===== src/rtl/alu_pkg.sv =====
`timescale 1ns/1ps
package alu_pkg;

    typedef enum logic [4:0] {
        OP_ADD  = 5'd0,
        OP_ADDC = 5'd1,
        OP_SUBB = 5'd2,
        OP_INC  = 5'd3,
        OP_DEC  = 5'd4,
        OP_AND  = 5'd5,
        OP_OR   = 5'd6,
        OP_XOR  = 5'd7,
        OP_CLR  = 5'd8,
        OP_CPL  = 5'd9,
        OP_RL   = 5'd10,
        OP_RLC  = 5'd11,
        OP_RR   = 5'd12,
        OP_RRC  = 5'd13,
        OP_SWAP = 5'd14,
        OP_DADJ = 5'd15,
        OP_MUL  = 5'd16,
        OP_DIV  = 5'd17,
        OP_CMP  = 5'd18
    } alu_op_e;

    typedef enum logic [1:0] {
        MD_IDLE = 2'd0,
        MD_RUN  = 2'd1,
        MD_DONE = 2'd2
    } md_state_e;

    function automatic logic is_multi(input alu_op_e op);
        return (op == OP_MUL) || (op == OP_DIV);
    endfunction

endpackage


===== src/rtl/alu_addsub.sv =====
`timescale 1ns/1ps
module alu_addsub #(
    parameter int DW = 8
) (
    input  logic [DW-1:0] a,
    input  logic [DW-1:0] b,
    input  logic          cin,
    input  logic          sub,
    output logic [DW-1:0] sum,
    output logic          cout,
    output logic          hcout,
    output logic          ovf
);
    localparam int NW = DW / 2;

    logic [DW-1:0] b_eff;
    logic          c_eff;
    logic [NW:0]   low;
    logic [DW:0]   full;

    always_comb begin
        b_eff = sub ? ~b : b;
        c_eff = sub ? ~cin : cin;
        low   = {1'b0, a[NW-1:0]} + {1'b0, b_eff[NW-1:0]} + {{NW{1'b0}}, c_eff};
        full  = {1'b0, a} + {1'b0, b_eff} + {{DW{1'b0}}, c_eff};
        sum   = full[DW-1:0];
        // a borrow is the inverse of the carry of the complemented add
        cout  = sub ? ~full[DW] : full[DW];
        hcout = sub ? ~low[NW]  : low[NW];
        ovf   = (a[DW-1] == b_eff[DW-1]) && (full[DW-1] != a[DW-1]);
    end

endmodule


===== src/rtl/alu_bitops.sv =====
`timescale 1ns/1ps
module alu_bitops import alu_pkg::*; #(
    parameter int DW = 8
) (
    input  alu_op_e       op,
    input  logic [DW-1:0] a,
    input  logic [DW-1:0] opd,
    input  logic          cin,
    output logic [DW-1:0] res,
    output logic          cy
);
    localparam int NW = DW / 2;

    always_comb begin
        res = a;
        cy  = cin;
        unique case (op)
            OP_AND:  res = a & opd;
            OP_OR:   res = a | opd;
            OP_XOR:  res = a ^ opd;
            OP_CLR:  res = '0;
            OP_CPL:  res = ~a;
            OP_RL:   res = {a[DW-2:0], a[DW-1]};
            OP_RR:   res = {a[0], a[DW-1:1]};
            OP_RLC: begin
                res = {a[DW-2:0], cin};
                cy  = a[DW-1];
            end
            OP_RRC: begin
                res = {cin, a[DW-1:1]};
                cy  = a[0];
            end
            OP_SWAP: res = {a[NW-1:0], a[DW-1:NW]};
            default: res = a;
        endcase
    end

endmodule


===== src/rtl/alu_dadj.sv =====
`timescale 1ns/1ps
module alu_dadj #(
    parameter int DW = 8
) (
    input  logic [DW-1:0] a,
    input  logic          cin,
    input  logic          hcin,
    output logic [DW-1:0] res,
    output logic          cy
);
    localparam int NW = DW / 2;
    localparam logic [DW-1:0] LOW_FIX  = DW'(6);
    localparam logic [DW-1:0] HIGH_FIX = LOW_FIX << NW;
    localparam logic [NW-1:0] DIGIT_MAX = NW'(9);

    logic        lo_fix;
    logic        hi_fix;
    logic [DW:0] step1;

    always_comb begin
        lo_fix = (a[NW-1:0] > DIGIT_MAX) || hcin;
        step1  = lo_fix ? ({1'b0, a} + {1'b0, LOW_FIX}) : {1'b0, a};
        hi_fix = (step1[DW-1:NW] > DIGIT_MAX) || cin || step1[DW];
        res    = step1[DW-1:0] + (hi_fix ? HIGH_FIX : '0);
        cy     = cin | hi_fix;
    end

endmodule


===== src/rtl/alu_md_fsm.sv =====
`timescale 1ns/1ps
module alu_md_fsm import alu_pkg::*; #(
    parameter int DW     = 8,
    parameter int MD_LAT = 4
) (
    input  logic          clk,
    input  logic          rst_n,
    input  logic          start,
    input  logic          is_mul,
    input  logic [DW-1:0] a,
    input  logic [DW-1:0] b,
    output logic          busy,
    output logic          done,
    output logic          idle,
    output logic [DW-1:0] q_a,
    output logic [DW-1:0] q_b,
    output logic          q_cy,
    output logic          q_ov
);
    localparam int CW = $clog2(MD_LAT);
    localparam logic [CW-1:0] LAST = CW'(MD_LAT - 3);

    md_state_e       state, nxt;
    logic [CW-1:0]   cnt;
    logic            accept;
    logic [2*DW-1:0] prod;
    logic [DW-1:0]   quot, rem;
    logic            div0;
    logic            q_mul;

    assign accept = start && (state == MD_IDLE);

    always_comb begin
        prod = {{DW{1'b0}}, a} * {{DW{1'b0}}, b};
        div0 = (b == '0);
        quot = div0 ? a : a / b;
        rem  = div0 ? b : a % b;
    end

    always_comb begin
        nxt = state;
        unique case (state)
            MD_IDLE: if (start)       nxt = MD_RUN;
            MD_RUN:  if (cnt == LAST) nxt = MD_DONE;
            MD_DONE:                  nxt = MD_IDLE;
            default:                  nxt = MD_IDLE;
        endcase
    end

    // state register
    always_ff @(posedge clk or negedge rst_n) begin
        if (!rst_n) begin
            state <= MD_IDLE;
            cnt   <= '0;
        end else begin
            state <= nxt;
            if (accept)               cnt <= '0;
            else if (state == MD_RUN) cnt <= cnt + 1'b1;
        end
    end

    // operands are resolved at acceptance; the counter only paces delivery
    always_ff @(posedge clk or negedge rst_n) begin
        if (!rst_n) begin
            q_a   <= '0;
            q_b   <= '0;
            q_cy  <= 1'b0;
            q_ov  <= 1'b0;
            q_mul <= 1'b0;
        end else if (accept) begin
            q_mul <= is_mul;
            q_cy  <= 1'b0;
            if (is_mul) begin
                q_a  <= prod[DW-1:0];
                q_b  <= prod[2*DW-1:DW];
                q_ov <= (prod[2*DW-1:DW] != '0);
            end else begin
                q_a  <= quot;
                q_b  <= rem;
                q_ov <= div0;
            end
        end
    end

    // outputs
    always_comb begin
        busy = (state == MD_RUN);
        done = (state == MD_DONE);
        idle = (state == MD_IDLE);
    end


    busy_done_excl_chk: assert property (@(posedge clk) disable iff (!rst_n)
        $onehot0({busy, done}));

    done_follows_busy_chk: assert property (@(posedge clk) disable iff (!rst_n)
        done |-> $past(busy));

    accept_busy_chk: assert property (@(posedge clk) disable iff (!rst_n)
        accept |=> busy);

    mul_ov_hi_chk: assert property (@(posedge clk) disable iff (!rst_n)
        (done && q_mul) |-> (q_ov == (q_b != '0)));

    md_carry_clear_chk: assert property (@(posedge clk) disable iff (!rst_n)
        done |-> !q_cy);

endmodule


===== src/rtl/byte_alu.sv =====
`timescale 1ns/1ps
module byte_alu import alu_pkg::*; #(
    parameter int DW     = 8,
    parameter int MD_LAT = 4
) (
    input  logic          clk,
    input  logic          rst_n,
    input  logic          op_valid,
    input  logic [4:0]    op_code,
    input  logic [DW-1:0] acc_in,
    input  logic [DW-1:0] opd_in,
    input  logic [DW-1:0] b_in,
    input  logic          cy_in,
    input  logic          ac_in,
    input  logic          ov_in,
    output logic [DW-1:0] res_a,
    output logic [DW-1:0] res_b,
    output logic          res_b_we,
    output logic          cy_out,
    output logic          ac_out,
    output logic          ov_out,
    output logic          ne_out,
    output logic          acc_par,
    output logic          busy,
    output logic          done
);
    alu_op_e op;
    assign op = alu_op_e'(op_code);

    logic [DW-1:0] as_sum, bo_res, da_res, md_a, md_b;
    logic          as_c, as_hc, as_ov, bo_cy, da_cy, md_cy, md_ov, md_idle;
    logic          is_sub, use_cin;

    assign is_sub  = (op == OP_SUBB);
    assign use_cin = (op == OP_ADDC) || is_sub;

    alu_addsub #(.DW(DW)) u_addsub (
        .a(acc_in), .b(opd_in), .cin(use_cin & cy_in), .sub(is_sub),
        .sum(as_sum), .cout(as_c), .hcout(as_hc), .ovf(as_ov)
    );

    alu_bitops #(.DW(DW)) u_bitops (
        .op(op), .a(acc_in), .opd(opd_in), .cin(cy_in),
        .res(bo_res), .cy(bo_cy)
    );

    alu_dadj #(.DW(DW)) u_dadj (
        .a(acc_in), .cin(cy_in), .hcin(ac_in), .res(da_res), .cy(da_cy)
    );

    alu_md_fsm #(.DW(DW), .MD_LAT(MD_LAT)) u_md (
        .clk(clk), .rst_n(rst_n),
        .start(op_valid && is_multi(op)), .is_mul(op == OP_MUL),
        .a(acc_in), .b(b_in),
        .busy(busy), .done(done), .idle(md_idle),
        .q_a(md_a), .q_b(md_b), .q_cy(md_cy), .q_ov(md_ov)
    );

    assign acc_par = ^acc_in;
    assign ne_out  = (acc_in != opd_in);

    always_comb begin
        res_a    = acc_in;
        res_b    = b_in;
        res_b_we = 1'b0;
        cy_out   = cy_in;
        ac_out   = ac_in;
        ov_out   = ov_in;
        if (done) begin
            res_a    = md_a;
            res_b    = md_b;
            res_b_we = 1'b1;
            cy_out   = md_cy;
            ov_out   = md_ov;
        end else begin
            unique case (op)
                OP_ADD, OP_ADDC, OP_SUBB: begin
                    res_a  = as_sum;
                    cy_out = as_c;
                    ac_out = as_hc;
                    ov_out = as_ov;
                end
                OP_INC:  res_a = acc_in + 1'b1;
                OP_DEC:  res_a = acc_in - 1'b1;
                OP_AND, OP_OR, OP_XOR, OP_CLR, OP_CPL,
                OP_RL, OP_RLC, OP_RR, OP_RRC, OP_SWAP: begin
                    res_a  = bo_res;
                    cy_out = bo_cy;
                end
                OP_DADJ: begin
                    res_a  = da_res;
                    cy_out = da_cy;
                end
                OP_CMP:  cy_out = (acc_in < opd_in);
                default: res_a = acc_in;
            endcase
        end
    end


    incdec_flags_chk: assert property (@(posedge clk) disable iff (!rst_n)
        (md_idle && (op == OP_INC || op == OP_DEC))
            |-> (cy_out == cy_in && ac_out == ac_in && ov_out == ov_in));

    rlc_carry_chk: assert property (@(posedge clk) disable iff (!rst_n)
        (md_idle && op == OP_RLC) |-> (cy_out == acc_in[DW-1] && res_a[0] == cy_in));

    cmp_keep_chk: assert property (@(posedge clk) disable iff (!rst_n)
        (md_idle && op == OP_CMP) |-> (res_a == acc_in && ac_out == ac_in));

    bwe_pulse_chk: assert property (@(posedge clk) disable iff (!rst_n)
        res_b_we |=> !res_b_we);

endmodule


===== config.mk =====
export PLATFORM = sky130hd
export DESIGN_NAME = byte_alu
export DESIGN_NICKNAME = d
export VERILOG_FILES = /design/src/rtl/alu_pkg.sv /design/src/rtl/alu_addsub.sv /design/src/rtl/alu_bitops.sv /design/src/rtl/alu_dadj.sv /design/src/rtl/alu_md_fsm.sv /design/src/rtl/byte_alu.sv
export SDC_FILE = /design/constraint.sdc
export NUM_CORES = 1
export LEC_CHECK = 0
export BUFFER_PORTS_ARGS = -buffer_cell sky130_fd_sc_hd__buf_2
export CAP_MARGIN = 0
export CELL_PAD_IN_SITES_DETAIL_PLACEMENT = 1
export CELL_PAD_IN_SITES_GLOBAL_PLACEMENT = 1
export CORE_MARGIN = 1
export CORE_UTILIZATION = 45
export DETAILED_ROUTE_END_ITERATION = 10
export PLACE_DENSITY = 0.82
export SYNTH_ARGS = -nofsm -noshare
export SYNTH_HDL_FRONTEND = slang
export SYNTH_SLANG_ARGS = --single-unit

===== constraint.sdc =====
create_clock -name clk -period 5.6 [get_ports clk]
set_input_delay 0.56 -clock clk [delete_from_list [all_inputs] [get_ports clk]]
set_output_delay 0.56 -clock clk [all_outputs]
set_load 0.01 [all_outputs]

Yosys cells after proc, flatten, opt, wreduce, memory -nomap -nowiden
Cells that the tools add are included.
{ "classes": {"n_eq_ne": 26, "bitwise_logic": 10, "mul": 1, "add_sub_neg": 9, "n_mux": 28, "n_lt_le_gt_ge": 3, "reduce_logical": 17, "n_shift": 0, "n_div": 2} }
{ "ops": {"columns": ["op", "count"], "rows": [
  ["$pmux W8 S10", 1],
  ["$mux W8", 7],
  ["$eq A5 B4 Y1 const B", 8],
  ["$pmux W8 S5", 1],
  ["$eq A5 B3 Y1 const B", 4],
  ["$mul A8 B8 Y16", 1],
  ["$not A8 Y8", 2],
  ["$eq A5 B5 Y1 const B", 3],
  ["$eq A5 B2 Y1 const B", 2],
  ["$mux W1", 10],
  ["$reduce_or A10 Y1", 1],
  ["$add A8 B3 Y9 const B", 1],
  ["$add A8 B8 Y9", 1],
  ["$add A9 B1 Y9", 1],
  ["$mux W9", 1],
  ["$add A8 B1 Y8 const B", 1],
  ["$add A8 B8 Y8", 1],
  ["$and A8 B8 Y8", 1],
  ["$div A8 B8 Y8", 1],
  ["$gt A4 B4 Y1 const B", 2],
  ["$logic_not A8 Y1", 1],
  ["$lt A8 B8 Y1", 1],
  ["$mod A8 B8 Y8", 1],
  ["$mux W2", 4],
  ["other kinds (29)", 39]
]} }
{ "totals": {"register_bits": 21, "memories": 0, "out_inout_bits": 24, "inputBits": 35, "mem_bits_ro": 0, "wordCells": 101, "ramBits": 0, "latchBits": 0} }

Logic depth before layout (Yosys ltp)
{ "logic_depth": {"depth_word": 10, "mapped_depth": 53, "ltp_nobuf": 52} }

Cells and area by module
Synthesis repeated with hierarchy kept, for this count alone.
{ "hier_totals": {"hier_cells": 1026, "hier_area_um2": 8001.4} }
{ "modules_own_cells": {"columns": ["mod", "cells_each", "n_inst", "seq_area_each_um2", "area_each_um2"], "rows": [
  ["alu_md_fsm", 636, 1, 525.5, 5074.9],
  ["byte_alu", 165, 1, 0.0, 1242.4],
  ["alu_bitops", 142, 1, 0.0, 999.7],
  ["alu_addsub", 50, 1, 0.0, 424.2],
  ["alu_dadj", 33, 1, 0.0, 260.2]
]} }

Worst setup path before layout
No wires, ideal clock.
{ "synth_timing": {"kind": "in2reg", "start": "input b_in[0]", "end": "register u_md.q_b[6]", "cell_stages": 48, "t_arrival_ns": 10.655, "path_buffers": 2, "required_time_ns": 5.474, "path_slack_ns": -5.181, "path_cell_list": "inv_1 ha_1 nor2_1 nor3b_1 nand2_1 xnor2_1 ha_1 o21ai_1 a2111oi_4 mux2_2 ha_1 nor2_1 a2111oi_4 nor2_1 a22o_1 nand2b_1 ha_1 inv_1 [12 not listed] o221a_2 a41o_2 nor3b_1 a31oi_2 inv_1 ha_1 o2111a_1 a21o_2 buf_6 o21a_1 ha_1 and4_1 nor3_1 a311oi_1 a211oi_1 nor3_2 a211o_1 o32a_1"} }
{ "synth_via": {"elab_chain_len": 3, "word_cells_on_any_way": 5, "classes_between": "1 x mul; 1 x div; 2 x mux; 1 x reduce/logical"} }
{ "synth_lines": {"columns": ["item", "line_no", "source"], "rows": [
  ["from (decl)", "byte_alu.sv:12", "input logic [DW-1:0] b_in,"],
  ["$mod A8 B8 Y8 / $logic_not A8 Y1 (equally long branches)", "alu_md_fsm.sv:37, alu_md_fsm.sv:35", null],
  ["$mux W8", "alu_md_fsm.sv:37", "rem = div0 ? b : a % b;"],
  ["$mux W8 *", "alu_md_fsm.sv:73", "if (is_mul) begin"],
  ["to (signal assigned)", "alu_md_fsm.sv:75", "q_b <= prod[2*DW-1:DW];"],
  ["to (signal assigned)", "alu_md_fsm.sv:79", "q_b <= rem;"],
  ["to (decl)", "alu_md_fsm.sv:16", "output logic [DW-1:0] q_b,"]
]} }
Every way passes the cells marked *; elsewhere a longest branch is shown, timed or not.
A chain may end at the register's enable or synchronous reset.

Worst setup path in the final report
{ "layout_timing": {"start": "input b_in[0]", "end": "register u_md.q_b[1]"} }
Same word-level chain as after synthesis.

==> results.sh <==
export IMPL_area_growth_pct=30.75
export IMPL_drc=0
export IMPL_antenna_found_initial=0
export IMPL_grt_pass1_vias=9155
export IMPL_fin_util=0.6107
export IMPL_violations="setup timing"
export IMPL_status="finished, violations left"
export IMPL_cp_max_fo=7
export IMPL_cts_buffer_depth=2
export IMPL_netlist_instances=989
export IMPL_drt_iter0_markers=693
export IMPL_pre_cts_ws_ps=-5162
export IMPL_fmax_mhz=93.80
export IMPL_grt_use_total=0.3622
export IMPL_row_count=46
export IMPL_clock_skew_ps=6.865
export IMPL_tightest_slew_ps=1064
export IMPL_required_ps=5770
export IMPL_period_minus_slack_ps=10660
export IMPL_power_density_nw_per_um2=229.4
export IMPL_syn_area_um2=7527
export IMPL_hold_class="in2async"
export IMPL_arrival_ps=10830
export IMPL_start_kind="input port"
export IMPL_wl_per_cell_um=24.05
export IMPL_async_reset_ff_frac=1.000
export IMPL_synth_seq_cells=21
export IMPL_synthesis_nets=1192
export IMPL_cpPeakStageDelay_ps=450
export IMPL_crit_cells=48
export IMPL_start_util=0.4671
export IMPL_first_pass_iters=6
export IMPL_rr_endpoint="u_md.q_ov"
export IMPL_clock_root_buffer="clkbuf_16"
export IMPL_clk_pin_slew_ps=70
export IMPL_overflow=0
export IMPL_dieHeight_um=131.3
export IMPL_drive_above_1_share=0.2866
export IMPL_wl_um=33500
export IMPL_layout_commonest_cell="buf_4"
export IMPL_rsz0062_at_grt="true"
export IMPL_final_cell_mix="buf_4 (166), ha_1 (109), nand2_1 (106)"
export IMPL_synthDistinctLibCells=92
export IMPL_synth_top_cell_area_share=0.2111
export IMPL_ys_warn_count=0
export IMPL_setup_viol=12
export IMPL_clock_latency_ps=260
export IMPL_cts_buffers=3
export IMPL_cts_sinks=21
export IMPL_core_um2=16120
export IMPL_grt_pass1_wl_um=49440
export IMPL_vias=8752
export IMPL_synth_edf_count=0
export IMPL_drv_slew=0
export IMPL_p_leak_nw=4.688
export IMPL_maxCapViolations=0
export IMPL_path_common_cell="ha_4"
export IMPL_synth_avg_cell_area_um2=7.611
export IMPL_ys_flop_type="dfrtp_1"
export IMPL_worst_path_max_delay_cell="a2111o_1"
export IMPL_final_area_um2=9842
export IMPL_cts_htree_levels=1
export IMPL_r2r_cells=4
export IMPL_place_gp_congestion=0.9380
export IMPL_port_buffers=58
export IMPL_io_pin_count=59
export IMPL_critPathKind="in2reg"
export IMPL_hold_slack_ps=260.0
export IMPL_ys_top_cells_by_area="ha_1 (21%), fa_1 (11%), dfrtp_1 (7.0%), nand2_1 (5.3%), nor2_1 (5.3%)"
export IMPL_synth_top_cell_by_area="ha_1"
export IMPL_synth_seq_area_share=0.06981
export IMPL_crit_buf_inv=5
export IMPL_grt_max_degree=28
export IMPL_relSlewSlack=0.2906
export IMPL_finalCritPeriodShare=1.904
export IMPL_hold_violations=0
export IMPL_drtAntennaViolNets=0
export IMPL_worstReg2RegStart="u_md.state[0]"
export IMPL_critPathTopFamily="compound AO/OA/AOI/OAI gates"
export IMPL_finalNetCount=1380
export IMPL_fp_dieW_um=131.3
export IMPL_setup_slack_ps=-5061
export IMPL_cts_tree="yes"
export IMPL_rrSetupSlack_ps=3080
export IMPL_ir_worst_vdd_mv=0.2185
export IMPL_hold_buffers=0
export IMPL_viasPerCell=6.283
export IMPL_post_dp_cell_area_um2=9100
export IMPL_dieArea_um2=17250
export IMPL_hpwl_um=23420
export IMPL_end_kind="register"
-- state kept, by name, indices dropped and copies added, names as in the netlist --
signal,flops
u_md.q_b,8
u_md.q_a,8
u_md.cnt,2
u_md.state,2
u_md.q_ov,1
-- logic make-up after synthesis --
| group | share of synthesized area |
|---|---|
| AO/OA/AOI/OAI | 0.2279 |
| adder cells (fa/ha/maj) | 0.3201 |
| flip-flops | 0.06981 |
| multiplexers | 0.02094 |
| XOR/XNOR | 0.06981 |
| AND/OR/NAND/NOR | 0.2119 |
| buffers and inverters | 0.07945 |
-- worst max path at each step --
stage          slack, ps    start     endpoint
2_1_floorplan      -4410  b_in[0]  u_md.q_b[6]
3_3_place_gp       -4630  b_in[0]  u_md.q_a[0]
3_5_place_dp       -5160  b_in[0]  u_md.q_a[0]
4_1_cts            -4470  b_in[0]  u_md.q_b[2]
5_1_grt            -5340  b_in[0]  u_md.q_b[1]
6_report           -5060  b_in[0]  u_md.q_b[1]
-- where the power goes --
part           switching [W]  total, W  internal (W)  leakage (nW)
combinational        0.00104   0.00185      0.000813          4.39
clock              0.0000628  0.000160     0.0000970        0.0371
sequential         0.0000388  0.000243      0.000204         0.264
total                0.00114   0.00226       0.00111          4.69
-- cells in the mapped netlist (3+ instances only) --
| master | instances |
|---|---|
| nand2b_1 | 8 |
| clkinv_1 | 5 |
| nand3_1 | 14 |
| a211oi_1 | 9 |
| buf_6 | 7 |
| o211ai_1 | 4 |
| a221o_1 | 3 |
| or2_1 | 5 |
| or3_1 | 11 |
| mux2i_1 | 9 |
| mux2_2 | 4 |
| dfrtp_1 | 21 |
| a222oi_1 | 4 |
| a2111oi_0 | 8 |
| and2_1 | 11 |
| o21ai_0 | 33 |
| o21ai_1 | 23 |
| a22oi_1 | 4 |
| ha_1 | 127 |
| nor4_1 | 3 |
| nor3_1 | 20 |
| nand2_1 | 107 |
| o31ai_1 | 4 |
| and3_1 | 5 |
| fa_1 | 41 |
| nor2b_1 | 14 |
| xnor2_1 | 44 |
| o21a_1 | 12 |
| nor3b_1 | 5 |
| a21o_1 | 12 |
| clkbuf_1 | 33 |
| o21bai_1 | 3 |
| nor2_2 | 3 |
| inv_1 | 90 |
| nor2_1 | 107 |
| o22ai_1 | 4 |
| o2111ai_1 | 6 |
| a31oi_1 | 7 |
| a221oi_1 | 12 |
| xor2_1 | 16 |
| a21oi_1 | 62 |
| a31o_1 | 3 |
| nand3b_1 | 5 |
-- area by class of cell --
class | instances | area (um2)
diodes | 1 | 2.502
clock buffers | 3 | 75.07
clock inverters | 1 | 7.507
fillers | 2026 | 6274
inverters | 96 | 364.1
multi-input cells | 827 | 7005
flip-flops and latches | 21 | 525.5
well taps | 216 | 270.3
repair buffers | 228 | 1592
-- worst register-to-register path, cell delays in order, from the launching register on --
cell      delay (ps)
dfrtp_1          410
or4b_1          1010
a221oi_1         440
a22oi_1          190
o32a_1           350
-- layer usage --
| metal | vias up | part of all wire | global-route usage |
|---|---|---|---|
| met5 | - | 0 | 0 |
| met4 | 0 | 0.057 | 0.1621 |
| met3 | 149 | 0.076 | 0.05671 |
| met2 | 489 | 0.47 | 0.6037 |
| met1 | 4277 | 0.40 | 0.4600 |
| li1 | 3837 | - | - |
-- through the flow --
step / power [W] / cells / setup TNS (ps)
after floorplan: 0.001257 / 989 / -42910
after global placement: 0.001747 / 1357 / -46100
after detailed placement: 0.001838 / 1357 / -52730
after CTS: 0.002074 / 1376 / -45030
after global routing: 0.002413 / 1392 / -54910
final: 0.002258 / 1393 / -51130
-- timing repair --
item | CTS | global route
pin swaps | 36 | 52
gates resized for setup | 38 | 46
cloned | 1 | 0
setup buffers | 14 | 17
setup endpoints to repair | 12 | 13
Power figures use the tool's default switching activity.
